===== config.mk =====
export PLATFORM = sky130hd
export DESIGN_NAME = lamp_dimmer_core
export DESIGN_NICKNAME = d
export VERILOG_FILES = /design/src/rtl/dimmer_pkg.sv /design/src/rtl/dimmer_tick_sync.sv /design/src/rtl/dimmer_level_counter.sv /design/src/rtl/dimmer_pwm_serializer.sv /design/src/rtl/lamp_dimmer_core.sv
export SDC_FILE = /design/constraint.sdc
export NUM_CORES = 1
export LEC_CHECK = 0
export BUFFER_PORTS_ARGS = -buffer_cell sky130_fd_sc_hd__buf_2
export CORE_MARGIN = 3
export CORE_UTILIZATION = 55
export CTS_BUF_LIST = sky130_fd_sc_hd__clkbuf_4 sky130_fd_sc_hd__clkbuf_8
export DETAILED_ROUTE_END_ITERATION = 16
export PLACE_DENSITY = 0.78
export SKIP_CTS_REPAIR_TIMING = 1
export SLEW_MARGIN = 20
export SYNTH_ARGS = -nofsm -noshare
export SYNTH_HDL_FRONTEND = slang
export SYNTH_HIERARCHICAL = 1
export SYNTH_SLANG_ARGS = --single-unit
export TNS_END_PERCENT = 1

===== constraint.sdc =====
create_clock -name clk -period 2.6 [get_ports clk]
set_clock_uncertainty 0.1 [all_clocks]
set_input_delay 0.39 -clock clk [delete_from_list [all_inputs] [get_ports clk]]
set_output_delay 0.39 -clock clk [all_outputs]
set_load 0.01 [all_outputs]

===== src/rtl/dimmer_pkg.sv =====
// Shared types for the lamp dimmer datapath.
// Assumes: nothing beyond IEEE 1800-2017.
package dimmer_pkg;

    // Decoded step request applied on a synchronised advance pulse
    typedef enum logic [1:0] {
        STEP_HOLD = 2'b00,
        STEP_UP   = 2'b01,
        STEP_DOWN = 2'b10
    } step_cmd_t;

endpackage


===== src/rtl/dimmer_tick_sync.sv =====
// Brings the slow-domain step strobe into the MUX clock domain and
// emits a one-cycle pulse per rising edge.
// Assumes: strobe high and low times each exceed STAGES+1 clock cycles.
module dimmer_tick_sync #(
    parameter int STAGES = 2
) (
    input  logic clk,
    input  logic rst_n,
    input  logic tick_async,
    output logic tick_pulse
);

    logic [STAGES-1:0] sync_q;
    logic              last_q;

    // Metastability chain followed by an edge-detect register
    always_ff @(posedge clk) begin
        if (!rst_n) begin
            sync_q <= '0;
            last_q <= 1'b0;
        end else begin
            sync_q <= {sync_q[STAGES-2:0], tick_async};
            last_q <= sync_q[STAGES-1];
        end
    end

    // Rising edge of the synchronised strobe
    always_comb tick_pulse = sync_q[STAGES-1] & ~last_q;

    // a held strobe yields a single advance pulse
    assert_single_pulse_R3: assert property (@(posedge clk) disable iff (!rst_n)
        tick_pulse |=> !tick_pulse);

endmodule


===== src/rtl/dimmer_level_counter.sv =====
// Saturating Johnson (thermometer) brightness counter.
// Level k is held as k ones filled from bit 0 upward. Reset loads half
// power. Steps apply only on an advance pulse.
// Assumes: CODE_W is even and at least 2.
module dimmer_level_counter
    import dimmer_pkg::*;
#(
    parameter int CODE_W = 8
) (
    input  logic              clk,
    input  logic              rst_n,
    input  logic              advance,
    input  step_cmd_t         cmd,
    output logic [CODE_W-1:0] code_o,
    output logic              full_o,
    output logic              empty_o
);

    localparam logic [CODE_W-1:0] HALF_CODE = {{(CODE_W/2){1'b0}}, {(CODE_W/2){1'b1}}};

    logic [CODE_W-1:0] code_q;

    // Terminal-count status from the stored code
    always_comb begin
        full_o  = &code_q;
        empty_o = ~|code_q;
    end

    // Shift in a one (up) or a zero (down), inhibited at the ends
    always_ff @(posedge clk) begin
        if (!rst_n) begin
            code_q <= HALF_CODE;
        end else if (advance) begin
            unique case (cmd)
                STEP_UP:   if (!full_o)  code_q <= {code_q[CODE_W-2:0], 1'b1};
                STEP_DOWN: if (!empty_o) code_q <= {1'b0, code_q[CODE_W-1:1]};
                default:   code_q <= code_q;
            endcase
        end
    end

    assign code_o = code_q;

    // reset loads the half-power code
    assert_reset_half_R2: assert property (@(posedge clk)
        !rst_n |=> code_q == HALF_CODE);

    // stored code is always a low-filled thermometer
    assert_thermo_R1: assert property (@(posedge clk) disable iff (!rst_n)
        (code_q & (code_q + CODE_W'(1))) == '0);

    // an up step adds exactly one level
    assert_step_up_R3: assert property (@(posedge clk) disable iff (!rst_n)
        (advance && cmd == STEP_UP && !full_o) |=> $countones(code_q) == $countones($past(code_q)) + 1);

    // a down step removes exactly one level
    assert_step_down_R4: assert property (@(posedge clk) disable iff (!rst_n)
        (advance && cmd == STEP_DOWN && !empty_o) |=> $countones(code_q) + 1 == $countones($past(code_q)));

    // no wrap past full brightness
    assert_no_overflow_R5: assert property (@(posedge clk) disable iff (!rst_n)
        full_o |=> (&code_q) || $countones(code_q) == CODE_W - 1);

    // no wrap past zero
    assert_no_underflow_R6: assert property (@(posedge clk) disable iff (!rst_n)
        empty_o |=> (~|code_q) || code_q == CODE_W'(1));

    // no advance, or a hold command, keeps the level
    assert_hold_R8: assert property (@(posedge clk) disable iff (!rst_n)
        (!advance || cmd == STEP_HOLD) |=> $stable(code_q));

endmodule


===== src/rtl/dimmer_pwm_serializer.sv =====
// Serialises the brightness code onto the lamp output. A down counter
// selects bit CODE_W-1 first and wraps after bit 0. The output is
// registered so it cannot glitch.
// Assumes: code_i is a thermometer code in the same clock domain.
module dimmer_pwm_serializer #(
    parameter int CODE_W = 8,
    parameter int SEL_W  = $clog2(CODE_W)
) (
    input  logic              clk,
    input  logic              rst_n,
    input  logic [CODE_W-1:0] code_i,
    output logic              pwm_o
);

    localparam logic [SEL_W-1:0] SEL_TOP = SEL_W'(CODE_W - 1);

    logic [SEL_W-1:0] sel_q;
    logic             pwm_q;

    // Free-running bit selector, counting down with wrap
    always_ff @(posedge clk) begin
        if (!rst_n)             sel_q <= SEL_TOP;
        else if (sel_q == '0)   sel_q <= SEL_TOP;
        else                    sel_q <= sel_q - SEL_W'(1);
    end

    // Registered multiplexer output
    always_ff @(posedge clk) begin
        if (!rst_n) pwm_q <= 1'b0;
        else        pwm_q <= code_i[sel_q];
    end

    assign pwm_o = pwm_q;

    // selector wraps from 0 back to the top bit
    assert_sel_wrap_R9: assert property (@(posedge clk) disable iff (!rst_n)
        sel_q == '0 |=> sel_q == SEL_TOP);

    // selector otherwise decrements by one
    assert_sel_down_R9: assert property (@(posedge clk) disable iff (!rst_n)
        sel_q != '0 |=> sel_q == $past(sel_q) - SEL_W'(1));

    // output is low during reset
    assert_reset_low_R2: assert property (@(posedge clk)
        !rst_n |=> !pwm_q);

endmodule


===== src/rtl/lamp_dimmer_core.sv =====
// Top of the dimmer datapath: strobe synchroniser, saturating Johnson
// level counter and PWM serialiser, all on the MUX clock.
// Assumes: step_up/step_dn are stable while sys_tick is high.
module lamp_dimmer_core
    import dimmer_pkg::*;
#(
    parameter int CODE_W      = 8,
    parameter int SYNC_STAGES = 2
) (
    input  logic clk,
    input  logic rst_n,
    input  logic sys_tick,
    input  logic step_up,
    input  logic step_dn,
    output logic lamp_pwm,
    output logic at_max,
    output logic at_min
);

    localparam int SEL_W = $clog2(CODE_W);

    logic              advance;
    step_cmd_t         cmd;
    logic [CODE_W-1:0] level_code;

    // Decode the request levels; conflicting requests hold the level
    always_comb begin
        unique case ({step_dn, step_up})
            2'b01:   cmd = STEP_UP;
            2'b10:   cmd = STEP_DOWN;
            default: cmd = STEP_HOLD;
        endcase
    end

    dimmer_tick_sync #(.STAGES(SYNC_STAGES)) u_sync (
        .clk        (clk),
        .rst_n      (rst_n),
        .tick_async (sys_tick),
        .tick_pulse (advance)
    );

    dimmer_level_counter #(.CODE_W(CODE_W)) u_level (
        .clk     (clk),
        .rst_n   (rst_n),
        .advance (advance),
        .cmd     (cmd),
        .code_o  (level_code),
        .full_o  (at_max),
        .empty_o (at_min)
    );

    dimmer_pwm_serializer #(.CODE_W(CODE_W), .SEL_W(SEL_W)) u_pwm (
        .clk    (clk),
        .rst_n  (rst_n),
        .code_i (level_code),
        .pwm_o  (lamp_pwm)
    );

    // the flags are mutually exclusive
    assert_flags_exclusive_R5: assert property (@(posedge clk) disable iff (!rst_n)
        !(at_max && at_min));

endmodule


==> impl_metrics.toml <==
[logic_synthesis]
post_synth_fa_ha_maj_area_fraction = 0.0318
mappedNetlistNets = 86
synth_xor_area_frac = 0
ys_warn_count = 6
synth.ff_latch_count = 15
netlist.area_leader.share = 0.382
synth_area_per_cell_um2 = 9.96
synth_top_family_by_area = "simple AND/OR/NAND/NOR gates"
syn_inst_count = 79
synth-compound-area-share = 0.197
synth_area_leader_cell = "sky130_fd_sc_hd__dfxtp_1"
synth.top_cells.by_area = "sky130_fd_sc_hd__dfxtp_1 38%, sky130_fd_sc_hd__mux2i_1 6.4%, sky130_fd_sc_hd__nor3_1 4.5%"
synth.cell_area_um2 = 787
muxShareOfSynthArea = 0.111
synth.distinct_cells = 30
share_of_synthesized_cell_area_in_and_or_nand_and_nor_gates = 0.242
synth-seq-area-share = 0.382

[floorplan]
io_pins = 8
die_w_um = 43.8
initial_core_util = 0.597
die_h_um = 43.8
placement_rows = 13
placeable_area_um2 = 1320
die_area_um2 = 1920

[placed_design]
portBuffers = 7
dp_hpwl_um = 1090
detailedPlace.worstSlack_ns = 0.799
gpl.final_weighted_congestion = 0.822
number_of_placed_instances_with_taps_included = 101

[cells_and_area]
design.final.nets = 98
flow.area_growth_from_synthesis_pct = 11.0
final_core_utilization = 0.663
final_cell_count_no_fill = 105
diodes = 0
layout-drive-gt1-share = 0.233

[critical_path]
endpoint_kind = "output port"
worstSetupStartpointType = "flip-flop"
path_class = "reg -> out"
critPathRequiredTime_ns = 2.11
critPathMaxFanout = 6
cp_data_arrival_time_ns = 1.50

[timing]
fmax_mhz = 502
fin_worst_hold_slack_ns = 0.223
maxSlewViolCount = 0
finalCritPeriodShare = 0.766
tightest_pin_transition_ns = 0.299
setup_viol = 0
final-hold-violation-count = 0
rsz_0062_raised_after_global_routing = "false"
setup_tns_ns = 0
finalWorstSetupSlack_ns = 0.609
timing.slew.headroom = 0.800
post_layout_minimum_cycle_time_ns = 1.99

[global_route]
grt_max_degree = 14
grt_overflow = 0
grt_pass1_wl_um = 2680
gr-usage-all-layers = 0.186
initial_antenna_violation_count = 0
grt_pass1_vias = 586

[clock_network]
clock_net_sink_count = 15
clk_pin_slew_ns = 0.09
cts_tree = "built"
cts_buffers = 3
cts_htree_levels = 1
clk_lat_worst_skew_ns = 0.28
clockBufferDepth = 2
clk_root_buffer_cell = "sky130_fd_sc_hd__clkbuf_4"

[pwr]
switching_share = 0.245
seq_power_share = 0.565
p_clk_frac = 0.329
power.switching_uw = 107
pwr-share-comb = 0.106
power.leakage_nw = 0.360
power_per_cell_area_nw_per_um2 = 501
vdd.ir_drop.worst_v = 0.000393
intPower_uw = 331

[route]
detail-route-antenna-nets = 0
drcViolationCount = 0
detail_route.iter0.violations = 34
detail_route.vias_per_cell = 6.18
routed_wirelength_um = 1490
route.detailed.wl_per_inst_um = 14.2
detailroute.via_count = 649
drt_pre_antenna_iters = 5

[hold_path]
min-delay-path-class = "in -> reg"

[outcome]
status = "complete, no violations"

[run]
max_cap_viol_count = 0
-- through the flow --
| stage | cell area, um^2 | power [mW] |
|---|---|---|
| 2_1_floorplan | 787 | 0.285 |
| 3_3_place_gp | 843 | 0.298 |
| 3_5_place_dp | 843 | 0.299 |
| 4_1_cts | 873 | 0.443 |
| 5_1_grt | 873 | 0.461 |
| 6_report | 873 | 0.438 |
-- metal layers --
metal  GRT usage  vias up  wire (um)
met5           0        -          0
met4      0.0723        0         12
met3      0.0498        2        119
met2       0.259       24        704
met1       0.270      298        657
li1            -      325          -
-- layout make-up --
| class | instances | area (um^2) |
|---|---|---|
| repair buffers | 8 | 42.5 |
| flip-flops and latches | 15 | 300 |
| fillers | 104 | 444 |
| inverters | 5 | 23.8 |
| clock buffers | 4 | 30.0 |
| well taps | 15 | 18.8 |
| multi-input cells | 58 | 458 |
-- critical path, cell delays in order, from the launching register on --
cell and delay [ns]:
sky130_fd_sc_hd__dfxtp_1 0.38, sky130_fd_sc_hd__or4_4 0.59, sky130_fd_sc_hd__nor2_1 0.11, sky130_fd_sc_hd__buf_2 0.14
-- synthesized netlist by cell type --
cell,n
sky130_fd_sc_hd__mux2i_1,5
sky130_fd_sc_hd__nor2b_1,4
sky130_fd_sc_hd__a21boi_1,1
sky130_fd_sc_hd__o2111ai_2,1
sky130_fd_sc_hd__dfxtp_1,15
sky130_fd_sc_hd__ha_1,2
sky130_fd_sc_hd__or4_4,2
sky130_fd_sc_hd__and2b_2,1
sky130_fd_sc_hd__a221oi_1,2
sky130_fd_sc_hd__nand4_1,3
sky130_fd_sc_hd__nand2_2,1
sky130_fd_sc_hd__nor2b_4,1
sky130_fd_sc_hd__o211ai_4,1
sky130_fd_sc_hd__nor2_1,3
sky130_fd_sc_hd__mux4_1,1
sky130_fd_sc_hd__a211oi_1,3
sky130_fd_sc_hd__nand2_1,3
sky130_fd_sc_hd__a31oi_1,1
sky130_fd_sc_hd__o21ai_1,4
sky130_fd_sc_hd__buf_2,1
sky130_fd_sc_hd__mux2_2,1
sky130_fd_sc_hd__o2111a_1,1
sky130_fd_sc_hd__inv_1,4
sky130_fd_sc_hd__and2_1,4
sky130_fd_sc_hd__nor4_1,2
sky130_fd_sc_hd__a311oi_1,1
sky130_fd_sc_hd__o31ai_1,2
sky130_fd_sc_hd__clkinv_4,1
sky130_fd_sc_hd__nor3_1,7
sky130_fd_sc_hd__o211a_1,1
-- state kept, by name (all words and copies together) (netlist names) --
register / flops
u_sync/sync_q: 2
u_pwm/sel_q: 3
u_sync/last_q: 1
u_pwm/pwm_o: 1
u_level/code_o: 8
-- kinds of logic after synthesis --
family          count (synthesis)
compound gates                 18
fa+ha+maj                       2
buf+inv                         6
flops                          15
mux                             7
simple gates                   31
-- power groups by stage --
stage          registers, mW  logic (mW)  clock network, mW
2_1_floorplan          0.252      0.0335                  0
3_3_place_gp           0.253      0.0449                  0
3_5_place_dp           0.253      0.0460                  0
4_1_cts                0.248      0.0464              0.149
5_1_grt                0.249      0.0534              0.159
6_report               0.248      0.0463              0.144
-- layout by cell type, fill, tap and decap left out, types with 2 or more instances in the layout --
cell type / count
sky130_fd_sc_hd__nor2b_1: 4
sky130_fd_sc_hd__nor2_1: 3
sky130_fd_sc_hd__inv_1: 4
sky130_fd_sc_hd__dfxtp_1: 15
sky130_fd_sc_hd__a211oi_1: 3
sky130_fd_sc_hd__o21ai_1: 4
sky130_fd_sc_hd__nor4_1: 2
sky130_fd_sc_hd__and2_1: 4
sky130_fd_sc_hd__or4_4: 2
sky130_fd_sc_hd__clkbuf_4: 4
sky130_fd_sc_hd__ha_1: 2
sky130_fd_sc_hd__a221oi_1: 2
sky130_fd_sc_hd__buf_2: 7
sky130_fd_sc_hd__nand4_1: 3
sky130_fd_sc_hd__nor3_1: 7
sky130_fd_sc_hd__nand2_1: 3
sky130_fd_sc_hd__o31ai_1: 2
sky130_fd_sc_hd__mux2i_1: 5
-- worst paths after layout --
kind | start | endpoint | slack, ns | cells past startpoint
min reg2reg | u_sync/sync_q[0] | u_sync/sync_q[1] | 0.34 | 1
min | sys_tick | u_sync/sync_q[0] | 0.22 | 2
max | u_level/code_o[6] | at_min | 0.61 | 3
max reg2reg | u_level/code_o[6] | u_level/code_o[2] | 0.84 | 4
(Power assumes the default switching activity.)
